==> config.mk <==
export PLATFORM = sky130hd
export DESIGN_NAME = dbg_brk_ctrl
export DESIGN_NICKNAME = d
export VERILOG_FILES = /design/src/rtl/dbg_brk_pkg.sv /design/src/rtl/dbg_trig_qual.sv /design/src/rtl/dbg_seq_fsm.sv /design/src/rtl/dbg_brk_arb.sv /design/src/rtl/dbg_brk_ctrl.sv
export SDC_FILE = /design/constraint.sdc
export NUM_CORES = 1
export LEC_CHECK = 0
export BUFFER_PORTS_ARGS = -buffer_cell sky130_fd_sc_hd__buf_4
export CORE_MARGIN = 10
export CORE_UTILIZATION = 30
export DETAILED_ROUTE_END_ITERATION = 10
export REMOVE_ABC_BUFFERS = 1
export SKIP_LAST_GASP = 1
export SLEW_MARGIN = 20
export SYNTH_ARGS = -nofsm -noshare
export SYNTH_HDL_FRONTEND = slang
export SYNTH_SLANG_ARGS = --single-unit
==> constraint.sdc <==
create_clock -name clk -period 2.5 [get_ports clk]
set_clock_uncertainty 0.1 [all_clocks]
set_input_delay 0.25 -clock clk [delete_from_list [all_inputs] [get_ports clk]]
set_output_delay 0.25 -clock clk [all_outputs]
set_load 0.005 [all_outputs]
==> src/rtl/dbg_brk_pkg.sv <==
package dbg_brk_pkg;

    typedef enum logic [1:0] {
        ST_IDLE  = 2'd0,
        ST_ARMED = 2'd1,
        ST_TRACE = 2'd2
    } seq_state_t;

    typedef struct packed {
        logic trace_en;
        logic align_end;
        logic brk_en;
        logic brk_now;
        logic route_mon;
    } brk_cfg_t;

    typedef struct packed {
        logic arm;
        logic abort;
        logic sw;
        logic hw;
    } trig_evt_t;

    typedef struct packed {
        logic start;
        logic stop;
        logic rec;
    } trc_ctl_t;

    typedef struct packed {
        logic en;
        logic active;
        logic bgnd;
    } mon_ctx_t;

    function automatic logic brk_at_trigger(brk_cfg_t c);
        return c.brk_en & (~c.trace_en | c.brk_now | c.align_end);
    endfunction

    function automatic logic opens_trace(brk_cfg_t c);
        return c.trace_en & ~c.brk_now & ~c.align_end;
    endfunction

    function automatic logic records_armed(brk_cfg_t c);
        return c.trace_en & c.align_end;
    endfunction

endpackage

==> src/rtl/dbg_trig_qual.sv <==
module dbg_trig_qual
    import dbg_brk_pkg::*;
#(
    parameter int CH_NUM = 4
) (
    input  logic              clk,
    input  logic              rst,
    input  logic              cfg_wr,
    input  logic              cfg_arm,
    input  logic              cfg_trig,
    input  logic [CH_NUM-1:0] cmp_final,
    input  logic [CH_NUM-1:0] cmp_tag,
    input  logic              tag_exec,
    input  logic              mon_active,
    output trig_evt_t         evt
);

    logic [CH_NUM-1:0] ch_hit;

    generate
        for (genvar i = 0; i < CH_NUM; i++) begin : g_ch
            always_comb begin
                if (cmp_tag[i]) begin
                    ch_hit[i] = cmp_final[i] & tag_exec;
                end else begin
                    ch_hit[i] = cmp_final[i];
                end
            end
        end
    endgenerate

    always_comb begin
        evt.arm   = cfg_wr & cfg_arm;
        evt.abort = cfg_wr & ~cfg_arm;
        evt.sw    = cfg_wr & cfg_arm & cfg_trig;
        evt.hw    = (|ch_hit) & ~mon_active;
    end

    AST_TAG_WAITS_EXEC: assert property (@(posedge clk) disable iff (rst)
        (((cmp_final & ~cmp_tag) == '0) && !tag_exec) |-> !evt.hw)
        else $error("tagged channel triggered without execution flag");

    AST_MON_BLOCKS_CMP: assert property (@(posedge clk) disable iff (rst)
        mon_active |-> !evt.hw)
        else $error("comparator event passed while monitor active");

endmodule

==> src/rtl/dbg_seq_fsm.sv <==
module dbg_seq_fsm
    import dbg_brk_pkg::*;
(
    input  logic      clk,
    input  logic      rst,
    input  brk_cfg_t  cfg,
    input  trig_evt_t evt,
    input  logic      buf_full,
    output trc_ctl_t  trc,
    output logic      disarm_o,
    output logic      brk_raw
);

    seq_state_t st, nxt;
    trc_ctl_t   trc_q;
    logic       dis_q;
    logic       live, hit, rec_now;
    logic       n_start, n_stop, n_dis, n_rec;

    always_comb begin
        live    = (st == ST_ARMED) | ((st == ST_IDLE) & evt.arm);
        hit     = live & (evt.hw | evt.sw);
        rec_now = (st == ST_TRACE) | ((st == ST_ARMED) & records_armed(cfg));
        nxt     = st;
        n_start = 1'b0;
        n_stop  = 1'b0;
        n_dis   = 1'b0;
        brk_raw = 1'b0;
        if (evt.abort && (st != ST_IDLE)) begin
            nxt    = ST_IDLE;
            n_stop = rec_now;
            n_dis  = 1'b1;
        end else if (hit) begin
            if (opens_trace(cfg)) begin
                nxt     = ST_TRACE;
                n_start = 1'b1;
            end else begin
                nxt     = ST_IDLE;
                n_stop  = cfg.trace_en;
                n_dis   = 1'b1;
                brk_raw = brk_at_trigger(cfg);
            end
        end else if ((st == ST_IDLE) && evt.arm) begin
            nxt     = ST_ARMED;
            n_start = records_armed(cfg);
        end else if ((st == ST_TRACE) && buf_full) begin
            nxt     = ST_IDLE;
            n_stop  = 1'b1;
            n_dis   = 1'b1;
            brk_raw = cfg.brk_en;
        end
        n_rec = (nxt == ST_TRACE) | ((nxt == ST_ARMED) & records_armed(cfg));
    end

    always_ff @(posedge clk) begin
        if (rst) begin
            st    <= ST_IDLE;
            trc_q <= '0;
            dis_q <= 1'b0;
        end else begin
            st          <= nxt;
            trc_q.start <= n_start;
            trc_q.stop  <= n_stop;
            trc_q.rec   <= n_rec;
            dis_q       <= n_dis;
        end
    end

    assign trc      = trc_q;
    assign disarm_o = dis_q;

    AST_TRACE_IGNORES_TRIG: assert property (@(posedge clk) disable iff (rst)
        (st == ST_TRACE && !buf_full && !evt.abort) |=> (st == ST_TRACE && !dis_q && trc_q.rec))
        else $error("begin-aligned session disturbed by trigger");

    AST_NOTRACE_DISARM: assert property (@(posedge clk) disable iff (rst)
        (st == ST_ARMED && (evt.hw || evt.sw) && !evt.abort && !cfg.trace_en) |=> (dis_q && !trc_q.stop && st == ST_IDLE))
        else $error("untraced trigger did not end session");

    AST_END_FILL_STOP: assert property (@(posedge clk) disable iff (rst)
        (st == ST_ARMED && (evt.hw || evt.sw) && !evt.abort && cfg.trace_en && cfg.align_end) |=> (dis_q && trc_q.stop && !trc_q.rec))
        else $error("end-aligned trigger did not stop trace");

    AST_BEGIN_OPENS: assert property (@(posedge clk) disable iff (rst)
        (st == ST_ARMED && (evt.hw || evt.sw) && !evt.abort && cfg.trace_en && !cfg.align_end && !cfg.brk_now) |=> (st == ST_TRACE && trc_q.start && trc_q.rec && !dis_q))
        else $error("begin-aligned trigger did not open trace");

    AST_NOW_NO_START: assert property (@(posedge clk) disable iff (rst)
        (st == ST_ARMED && (evt.hw || evt.sw) && !evt.abort && cfg.trace_en && cfg.brk_now) |=> (trc_q.stop && !trc_q.start && dis_q))
        else $error("immediate break did not terminate trace");

    AST_ABORT_ENDS: assert property (@(posedge clk) disable iff (rst)
        (st != ST_IDLE && evt.abort) |=> (dis_q && st == ST_IDLE && !trc_q.rec))
        else $error("abort write did not end session");

endmodule

==> src/rtl/dbg_brk_arb.sv <==
module dbg_brk_arb
    import dbg_brk_pkg::*;
(
    input  logic     clk,
    input  logic     rst,
    input  logic     brk_raw,
    input  logic     route_mon,
    input  mon_ctx_t mon,
    output logic     brk_mon_o,
    output logic     brk_swi_o
);

    logic mon_path, allow, swi_kill;

    always_comb begin
        allow    = brk_raw & ~mon.active;
        mon_path = route_mon & mon.en;
        swi_kill = mon.bgnd & mon.en;
    end

    always_ff @(posedge clk) begin
        if (rst) begin
            brk_mon_o <= 1'b0;
            brk_swi_o <= 1'b0;
        end else begin
            brk_mon_o <= allow & mon_path;
            brk_swi_o <= allow & ~mon_path & ~swi_kill;
        end
    end

    AST_MON_QUIET: assert property (@(posedge clk) disable iff (rst)
        mon.active |=> (!brk_mon_o && !brk_swi_o))
        else $error("breakpoint while monitor active");

    AST_SWI_DROPPED: assert property (@(posedge clk) disable iff (rst)
        (mon.bgnd && mon.en) |=> !brk_swi_o)
        else $error("software interrupt not dropped on background instruction");

    AST_ROUTE_EXCL: assert property (@(posedge clk) disable iff (rst)
        $onehot0({brk_mon_o, brk_swi_o}))
        else $error("breakpoint routed to both paths");

    AST_MON_ROUTE: assert property (@(posedge clk) disable iff (rst)
        (brk_raw && !mon.active && route_mon && mon.en) |=> (brk_mon_o && !brk_swi_o))
        else $error("monitor-routed request lost");

endmodule

==> src/rtl/dbg_brk_ctrl.sv <==
module dbg_brk_ctrl
    import dbg_brk_pkg::*;
#(
    parameter int CH_NUM = 4
) (
    input  logic              clk,
    input  logic              rst,
    input  logic              cfg_wr,
    input  logic              cfg_arm,
    input  logic              cfg_trig,
    input  logic [CH_NUM-1:0] cmp_final,
    input  logic [CH_NUM-1:0] cmp_tag,
    input  logic              tag_exec,
    input  logic              trace_en,
    input  logic              align_end,
    input  logic              brk_en,
    input  logic              brk_now,
    input  logic              route_mon,
    input  logic              buf_full,
    input  logic              mon_en,
    input  logic              mon_active,
    input  logic              bgnd_exec,
    output logic              trace_start,
    output logic              trace_stop,
    output logic              trace_rec,
    output logic              disarm,
    output logic              brk_mon,
    output logic              brk_swi
);

    brk_cfg_t  cfg;
    mon_ctx_t  mon;
    trig_evt_t evt;
    trc_ctl_t  trc;
    logic      brk_raw;

    always_comb begin
        cfg.trace_en  = trace_en;
        cfg.align_end = align_end;
        cfg.brk_en    = brk_en;
        cfg.brk_now   = brk_now;
        cfg.route_mon = route_mon;
        mon.en        = mon_en;
        mon.active    = mon_active;
        mon.bgnd      = bgnd_exec;
    end

    dbg_trig_qual #(.CH_NUM(CH_NUM)) u_qual (
        .clk        (clk),
        .rst        (rst),
        .cfg_wr     (cfg_wr),
        .cfg_arm    (cfg_arm),
        .cfg_trig   (cfg_trig),
        .cmp_final  (cmp_final),
        .cmp_tag    (cmp_tag),
        .tag_exec   (tag_exec),
        .mon_active (mon_active),
        .evt        (evt)
    );

    dbg_seq_fsm u_fsm (
        .clk      (clk),
        .rst      (rst),
        .cfg      (cfg),
        .evt      (evt),
        .buf_full (buf_full),
        .trc      (trc),
        .disarm_o (disarm),
        .brk_raw  (brk_raw)
    );

    dbg_brk_arb u_arb (
        .clk       (clk),
        .rst       (rst),
        .brk_raw   (brk_raw),
        .route_mon (cfg.route_mon),
        .mon       (mon),
        .brk_mon_o (brk_mon),
        .brk_swi_o (brk_swi)
    );

    assign trace_start = trc.start;
    assign trace_stop  = trc.stop;
    assign trace_rec   = trc.rec;

    AST_BRK_ENDS_SESSION: assert property (@(posedge clk) disable iff (rst)
        (brk_mon || brk_swi) |-> disarm)
        else $error("breakpoint without session end");

    AST_START_STOP_APART: assert property (@(posedge clk) disable iff (rst)
        !(trace_start && trace_stop))
        else $error("start and stop in one cycle");

endmodule

# Word-level counts from Yosys, hierarchy flattened
# Index checks and enable logic that the tools add are counted.
# word_totals
register_bits,8
word_cells,78
in_bits,23
# op_classes
mux,25
n_bitwise,35
eq_ne,4
reduce_logical,7
# op_table
cell,count
1-bit AND,22
1-bit two-way mux,20
2-bit two-way mux,5
1-bit inverter,7
1-bit bitwise OR,6
2-bit by 1-bit == test with 1-bit output (second input constant),2
2-bit == test (second input constant),2
4-bit OR reduction,1
1-bit logical AND,3
2-bit logical NOT,1
2-bit nonzero test,1
2-bit OR reduction,1

# Depth between registers and ports, before layout
# Gate-level depths: netlist of run 1.
# logic_depth
word_depth,11
mapped_depth,5
ltp_nobuf,5

# Cells and area by module
# From an unflattened synthesis of run 1, not the netlist that was laid out.
# unflattened
hier_cells,56
hier_area_um2,470.5
# modules_own_cells
mod,instances,area_per_inst_um2,cells_per_inst
dbg_seq_fsm,1,335.3,39
dbg_trig_qual,1,71.3,11
dbg_brk_arb,1,63.8,6

# Worst setup path after synthesis of run 1
# No wires, ideal clock.
# synth_path
path_type,input to register
start,input cmp_final[0]
end,"register u_fsm.trc_q, in the netlist u_fsm.trc[0]"
cell_stages,5
setup_ns,0.075
arrival_time_ns,1.566
required_time_ns,2.325
path_slack_ns,0.759
n_path_buf,0
cell_sequence,nor2b_4 > a2111oi_4 > a2111oi_2 > or4b_1 > a22oi_2
# synth_via
elab_chain_cells,11
elab_cells_between_ends,12
classes_between,eq/ne: 2; mux: 3; bitwise: 6; reduce/logical: 1
# synth_lines
element,line_no,rtl
from (decl),dbg_brk_ctrl.sv:11,"input logic [CH_NUM-1:0] cmp_final,"
1-bit AND,dbg_trig_qual.sv:24,ch_hit[i] = cmp_final[i] & tag_exec;
1-bit two-way mux *,dbg_trig_qual.sv:23,if (cmp_tag[i]) begin
4-bit OR reduction *,dbg_trig_qual.sv:36,evt.hw = (|ch_hit) & ~mon_active;
1-bit AND *,dbg_trig_qual.sv:36,
1-bit bitwise OR *,dbg_seq_fsm.sv:22,hit = live & (evt.hw | evt.sw);
1-bit AND *,dbg_seq_fsm.sv:22,
2-bit two-way mux *,dbg_seq_fsm.sv:33,end else if (hit) begin
2-bit two-way mux *,dbg_seq_fsm.sv:29,if (evt.abort && (st != ST_IDLE)) begin
2-bit by 1-bit == test with 1-bit output,dbg_seq_fsm.sv:52,n_rec = (nxt == ST_TRACE) | ((nxt == ST_ARMED) & records_armed(cfg));
1-bit AND,dbg_seq_fsm.sv:52,
1-bit bitwise OR *,dbg_seq_fsm.sv:52,
to (decl),dbg_seq_fsm.sv:15,trc_ctl_t trc_q;
# Mark *: on every way between the ends. The rest lies on a longest branch, timed or not.
# A chain may end at the register's enable or synchronous reset.

# Worst setup path in the final report of run 1
# layout_path
start,register u_fsm.st[0]
end,register u_fsm.dis_q (netlist: u_fsm.disarm_o)
# layout_via
elab_chain_cells,6
elab_cells_between_ends,14
classes_between,eq/ne: 2; mux: 4; bitwise: 3; reduce/logical: 5
# layout_lines
element,line_no,rtl
from (decl),dbg_seq_fsm.sv:14,"seq_state_t st, nxt;"
from (signal assigned),dbg_seq_fsm.sv:61,st <= nxt;
2-bit == test or 2-bit logical NOT (tied branches),"dbg_seq_fsm.sv:46, dbg_seq_fsm.sv:21, dbg_seq_fsm.sv:43",
1-bit logical AND or 1-bit AND (tied branches),"dbg_seq_fsm.sv:46, dbg_seq_fsm.sv:21",
1-bit two-way mux or 1-bit bitwise OR (tied branches),"dbg_seq_fsm.sv:46, dbg_seq_fsm.sv:21",
1-bit two-way mux or 1-bit AND (tied branches),"dbg_seq_fsm.sv:43, dbg_seq_fsm.sv:22",
1-bit two-way mux,dbg_seq_fsm.sv:33,
1-bit two-way mux *,dbg_seq_fsm.sv:29,
to (signal assigned),dbg_seq_fsm.sv:65,dis_q <= n_dis;
to (decl),dbg_seq_fsm.sv:16,logic dis_q;
# Marks and branches as above.

==> impl_metrics.py, run 1 <==
metrics = {
    "floorplanning": {
        "initial_core_util_pct": 32.9,
        "fp-row-count": 14,
        "floorplan.die.width_microns": 61.6,
        "placeableCoreArea_sq_um": 1580,
        "dieHeight_microns": 61.6,
        "io_pins": 29,
        "floorplan.die_area_sq_um": 3800,
    },
    "place": {
        "gpl.final_weighted_congestion": 0.822,
        "place_area_sq_um": 739,
        "numPortBuffers": 28,
    },
    "routing": {
        "antenna_violating_nets_post_route": 0,
        "initialDrtViolationCount": 21,
        "postRouteWirelength_microns": 1470,
        "drc_errors": 0,
        "via_per_inst": 5.47,
        "detail_route.wl_per_cell_microns": 14.4,
        "highest_layer": "met3",
        "met3RoutedLength_microns": 178,
        "met1Wirelength_microns": 582,
        "detailroute.via_count": 558,
        "total_met2_wirelength_after_detailed_routing_microns": 706,
        "first_pass_iters": 4,
    },
    "global_routing": {
        "global_route_wire_length_before_repair_microns": 2440,
        "grt_antenna_before_repair": 0,
        "global_route.usage.total_pct": 8.27,
        "grt_pass1_vias": 540,
        "gr-total-overflow": 0,
        "grt_start_max_net_pins": 12,
    },
    "clocking": {
        "post_cts_hold_buffer_count": 0,
        "postCtsResizedCells": 0,
        "cts.root.buffer_cell": "sky130_fd_sc_hd__clkbuf_4",
        "worst_skew_pair.late_latency_ns": 0.25,
        "clkTransAtPathRegs_ns": 0.05,
        "cts_tree": "yes",
        "clock_path_buffers": 2,
        "post-cts-setup-buffers": 0,
        "cts.sink_count": 8,
        "cts_buffer_count": 3,
        "cts_htree_levels": 1,
    },
    "synth": {
        "yosys.area.top_type": "sky130_fd_sc_hd__dfxtp_1",
        "synth_enable_flop_cells": 0,
        "ys_warn_count": 0,
        "ys_async_sr_fraction_pct": 0,
        "post_synth_inst_count": 57,
        "synth_top_flop_cell": "sky130_fd_sc_hd__dfxtp_1",
        "yosysSeqAreaShare_pct": 30.8,
        "postSynthAreaPerCell_sq_um": 9.11,
        "yosys.area.top_type_share_pct": 30.8,
        "post_synthesis_sequential_element_count": 8,
        "syn-cell-area_sq_um": 519,
        "synth_cell_type_count": 31,
        "post_synth_main_area_contributors": "sky130_fd_sc_hd__dfxtp_1 31%, sky130_fd_sc_hd__nor2b_1 7.2%, sky130_fd_sc_hd__a2111oi_4 5.3%",
    },
    "pwr": {
        "cellLeakagePower_nw": 0.330,
        "cellPowerDensity_nw_per_um2": 437,
        "power.ir.vdd_worst_uv": 274,
        "design_power_total_uw": 333,
    },
    "critical_path": {
        "critical_path.reg2reg.endpoint": "u_fsm.disarm_o",
        "cp_max_fo": 9,
        "crit_path_start_kind": "flop",
        "regToRegStartpoint": "u_fsm.st[0]",
        "worst-setup-path-type": "flop to flop",
        "critical_path.cell_chain": "a21oi_1 -> a2111oi_2 -> a21boi_0 -> a21oi_1",
        "crit_path_frequent_cell": "sky130_fd_sc_hd__a21oi_1",
        "critical_path_arrival_ns": 1.92,
        "worst_ep_required_time_ns": 2.58,
        "endpoint_kind": "flop",
        "critical_path.top_delay_family": "compound AO/OA/AOI/OAI gates",
        "slowest_stage_delay_cp_ns": 0.61,
        "r2r_setup_slack_ns": 0.66,
        "reg2reg_depth": 4,
        "cp.buffers_inverters": 0,
        "cp_slowest_cell": "sky130_fd_sc_hd__a2111oi_2",
    },
    "worst_hold_path": {
        "hold-path-endpoint": "u_fsm.disarm_o",
        "cell_depth_of_the_worst_hold_path": 2,
        "hold_path_startpoint": "rst",
        "holdCritPathClass": "primary input to flop",
    },
    "timing": {
        "timing_max_transition_violations_final": 0,
        "fin_crit_ns": 1.84,
        "post-route-period-util_pct": 73.6,
        "max_clock_freq_mhz": 544,
        "tightest_slew_ns": 0.605,
        "totalNegativeSetupSlack_ns": 0,
        "slew-limit-headroom_pct": 59.6,
        "final_hold_vio_count": 0,
        "rsz_0062_raised_after_global_routing": "no",
        "fin_worst_hold_slack_ns": 0.109,
        "setup_viol": 0,
    },
    "final_layout": {
        "antenna_cells": 0,
        "final_layout_size_suffix_gt1_share_pct": 41.9,
        "syn2layout_area_growth_pct": 46.7,
        "finalInstanceArea_sq_um": 762,
        "layout.nets": 111,
        "fill_cells": 163,
    },
    "run": {
        "drv_cap": 0,
    },
    "status": {
        "result_of_the_run": "finished, final reports clean",
    },
}
placed cells by master (no fill, tap or decap), drive strengths merged, types with 3 or more instances in the layout:
cell     synthesis  final
a2111oi          3      3
buf              1     28
nor2b            7      7
nor3b            3      3
a21oi            4      4
clkbuf           1      3
dfxtp            8      8
nor3             3      3
inv              4      4
area by class of cell:
cell class	instances	area (sq um)	share of cell area [%]
Multi-Input combinational cell	43	334	43.8
Timing Repair Buffer	28	210	27.6
Sequential cell	8	160	21.0
Clock buffer	3	22.5	2.96
Tap cell	16	20.0	2.63
Inverter	4	15.0	1.97
synthesized netlist by cell type (2+ instances only):
cell,number
sky130_fd_sc_hd__a21oi_1,4
sky130_fd_sc_hd__dfxtp_1,8
sky130_fd_sc_hd__inv_1,4
sky130_fd_sc_hd__nand2_1,2
sky130_fd_sc_hd__nor2_1,2
sky130_fd_sc_hd__nor2b_1,6
sky130_fd_sc_hd__nor3_1,3
sky130_fd_sc_hd__nor3b_1,3
sky130_fd_sc_hd__o21a_1,2
sky130_fd_sc_hd__o21ai_0,2
report_power, final:
group / total, mW / switching (mW) / internal (mW)
logic: 0.0932 / 0.0404 / 0.0528
clock network: 0.0938 / 0.0392 / 0.0546
registers: 0.146 / 0.00934 / 0.137
total: 0.333 / 0.0889 / 0.244
through the flow:
step | worst slack (ns) | cells | util [%]
after floorplan | 0.759 | 55 | -
after global placement | 0.590 | 99 | 46.9
after detailed placement | 0.565 | 99 | 46.9
after CTS | 0.687 | 102 | 48.3
after global routing | 0.528 | 102 | 48.3
final | 0.661 | 102 | 48.3
flip-flops by register name (all words and copies together), names as in the netlist:
name / flops
u_arb.brk_mon_o: 1
u_arb.brk_swi_o: 1
u_fsm.disarm_o: 1
u_fsm.st: 2
u_fsm.trc: 3
metal layers:
| metal | track usage, % | vias to the layer above |
|---|---|---|
| li1 | - | 280 |
| met1 | 9.47 | 252 |
| met2 | 13.0 | 26 |
| met3 | 4.73 | 0 |
| met4 | 1.91 | 0 |
| met5 | 0 | - |
how the worst max path moves through the flow:
stage	start	endpoint	slack (ns)	cells after the start
detailed placement	cmp_final[0]	u_fsm.trc[0]	0.56	6
global placement	cmp_final[0]	u_fsm.trc[0]	0.59	6
global route	u_fsm.st[0]	u_arb.brk_mon_o	0.53	4
finish	u_fsm.st[0]	u_fsm.disarm_o	0.66	4
CTS	u_fsm.st[0]	u_fsm.disarm_o	0.69	4
floorplan	cmp_final[0]	u_fsm.trc[0]	0.76	5
worst reg2reg max path, delay by kind of cell (launching register included):
family | cells | cell delay (ns)
AO/OA/AOI/OAI | 4 | 1.18
flip-flops | 1 | 0.48
cells by family after synthesis:
| kind of cell | after synthesis | share of synthesized area (%) |
|---|---|---|
| compound gates | 21 | 36.9 |
| simple gates | 21 | 25.5 |
| flops | 8 | 30.8 |
| buf+inv | 6 | 4.82 |
| mux | 1 | 1.93 |
Note: power is estimated with default switching activity, not from simulation.
==> run 2: changes to the inputs <==
Clock period 2.5 ns to 1.9 ns, I/O delays scaled along.
==> run 2 against run 1 <==
  * Sequential share of layout area decreased by 0.80 points
  * Critical path depth increased by 2
  * Combinational power increased by 50%
  * Final area increased by 3.9%
  * First-iteration DRC count decreased by 19%
  * Worst setup slack got worse by 0.32 ns
  * Power increased by 36%
  * Wire length increased by 2.9%
  * Global-route usage increased by 0.16 points
  * Sequential power increased by 26%
  * Register-to-register slack got worse by 0.29 ns
  * Critical endpoint is now u_fsm.trc[0]
==> impl_metrics.py, run 2 (synthesis gave the netlist of run 1 again) <==
metrics = {
    "status": {
        "result_of_the_run": "finished, final reports clean",
    },
    "routing": {
        "first_pass_iters": 4,
        "postRouteWirelength_microns": 1510,
        "detailroute.via_count": 562,
        "detail_route.wl_per_cell_microns": 14.2,
        "via_per_inst": 5.30,
        "initialDrtViolationCount": 17,
        "antenna_violating_nets_post_route": 0,
        "drc_errors": 0,
    },
    "worst_hold_path": {
        "holdCritPathClass": "primary input to flop",
    },
    "final_layout": {
        "finalInstanceArea_sq_um": 792,
        "most_used_cells_in_the_layout_excluding_fill_and_tap_cells": "32 x sky130_fd_sc_hd__buf_4, 8 x sky130_fd_sc_hd__dfxtp_1, 6 x sky130_fd_sc_hd__nor2b_1",
        "layout.nets": 115,
        "antenna_cells": 0,
        "largest_register_ff_count": 3,
        "layout_commonest_cell": "sky130_fd_sc_hd__buf_4",
        "final_layout_size_suffix_gt1_share_pct": 44.4,
        "syn2layout_area_growth_pct": 52.5,
        "final_core_utilization_pct": 50.2,
    },
    "clocking": {
        "postCtsResizedCells": 0,
        "clkTransAtPathRegs_ns": 0.05,
        "cts_tree": "yes",
        "post-cts-setup-buffers": 0,
        "cts_htree_levels": 1,
        "cts_buffer_count": 3,
        "post_cts_hold_buffer_count": 0,
        "clock_path_buffers": 2,
        "worst_skew_pair.late_latency_ns": 0.25,
        "cts.sink_count": 8,
        "cts.root.buffer_cell": "sky130_fd_sc_hd__clkbuf_4",
    },
    "critical_path": {
        "critical_path.cell_chain": "buf_4 -> nor2b_4 -> a2111oi_4 -> a2111oi_2 -> or4b_1 -> a22oi_2",
        "cp_max_fo": 3,
        "endpoint_kind": "flop",
        "critical_path_arrival_ns": 1.65,
        "critical_path.startpoint": "cmp_final[0]",
        "slowest_stage_delay_cp_ns": 0.55,
        "regToRegStartpoint": "u_fsm.st[0]",
        "r2r_setup_slack_ns": 0.37,
        "critical_path.reg2reg.endpoint": "u_fsm.trc[1]",
        "reg2reg_depth": 5,
        "critical_path.endpoint": "u_fsm.trc[0]",
        "worst_ep_required_time_ns": 1.99,
        "cp_slowest_cell": "sky130_fd_sc_hd__or4b_1",
        "crit_path_start_kind": "primary input",
        "worst-setup-path-type": "primary input to flop",
    },
    "place": {
        "dp_hpwl_microns": 1300,
        "gpl.final_weighted_congestion": 0.802,
        "place_worst_setup_slack_ns": 0.0671,
        "place_area_sq_um": 769,
        "numPortBuffers": 28,
    },
    "floorplanning": {
        "initial_core_util_pct": 32.9,
        "io_pins": 29,
        "dieHeight_microns": 61.6,
        "placeableCoreArea_sq_um": 1580,
        "fp-row-count": 14,
        "floorplan.die_area_sq_um": 3800,
        "floorplan.die.width_microns": 61.6,
    },
    "timing": {
        "fin_crit_ns": 1.56,
        "rsz_0062_raised_after_global_routing": "no",
        "worst_slack_ns": 0.340,
        "totalNegativeSetupSlack_ns": 0,
        "final_hold_vio_count": 0,
        "tightest_slew_ns": 0.590,
        "slew-limit-headroom_pct": 60.6,
        "max_clock_freq_mhz": 641,
        "timing_max_transition_violations_final": 0,
        "setup_viol": 0,
        "post-route-period-util_pct": 82.1,
    },
    "run": {
        "drv_cap": 0,
    },
    "pwr": {
        "power.ir.vdd_worst_uv": 353,
        "design_power_total_uw": 453,
        "cellPowerDensity_nw_per_um2": 572,
        "cellLeakagePower_nw": 0.351,
    },
    "global_routing": {
        "grt_antenna_before_repair": 0,
        "grt_start_max_net_pins": 11,
        "global_route_wire_length_before_repair_microns": 2420,
        "grt_pass1_vias": 555,
        "global_route.usage.total_pct": 8.43,
        "gr-total-overflow": 0,
    },
}
[run 2: changes by cell type in the layout (fill, tap and decap cells not counted)]
cell / change
sky130_fd_sc_hd__buf_4: +4
[run 2: cell type report]
class,count,area (sq um)
Fill cell,167,785
Tap cell,16,20.0
Timing Repair Buffer,32,240
Inverter,4,15.0
Multi-Input combinational cell,43,334
Sequential cell,8,160
Clock buffer,3,22.5
[run 2: report_power, final]
group | switching [mW] | internal [mW]
Sequential | 0.00409 | 0.180
Clock | 0.0567 | 0.0722
Combinational | 0.0628 | 0.0772
Total | 0.124 | 0.329
[run 2: routing by layer]
metal / share of wire (%) / global-route usage [%]
met1: 38 / 8.77
met2: 46 / 13.0
met3: 14 / 5.56
met4: 1.5 / 3.82
met5: 0 / 0
[run 2: stage by stage]
stage / std cells / hold slack, ns
after floorplan: 55 / 0.159
after global placement: 103 / 0.306
after detailed placement: 103 / 0.301
after CTS: 106 / 0.0248
after global routing: 106 / 0.0283
final: 106 / 0.0333
[run 2: how the worst min path moves through the flow]
stage | from | to | slack [ns] | cells past startpoint
final | rst | u_fsm.disarm_o | 0.03 | 2
after global routing | rst | u_fsm.disarm_o | 0.03 | 2
after CTS | rst | u_fsm.disarm_o | 0.02 | 2
after detailed placement | rst | u_fsm.disarm_o | 0.30 | 2
after global placement | rst | u_fsm.disarm_o | 0.31 | 2
after floorplan | rst | u_fsm.disarm_o | 0.16 | 1
[run 2: critical path: cells and delay by family]
family | cells | cell delay (ns)
and+or+nand+nor | 2 | 0.67
buffers and inverters | 1 | 0.12
AOI/OAI and AO/OA | 3 | 0.66
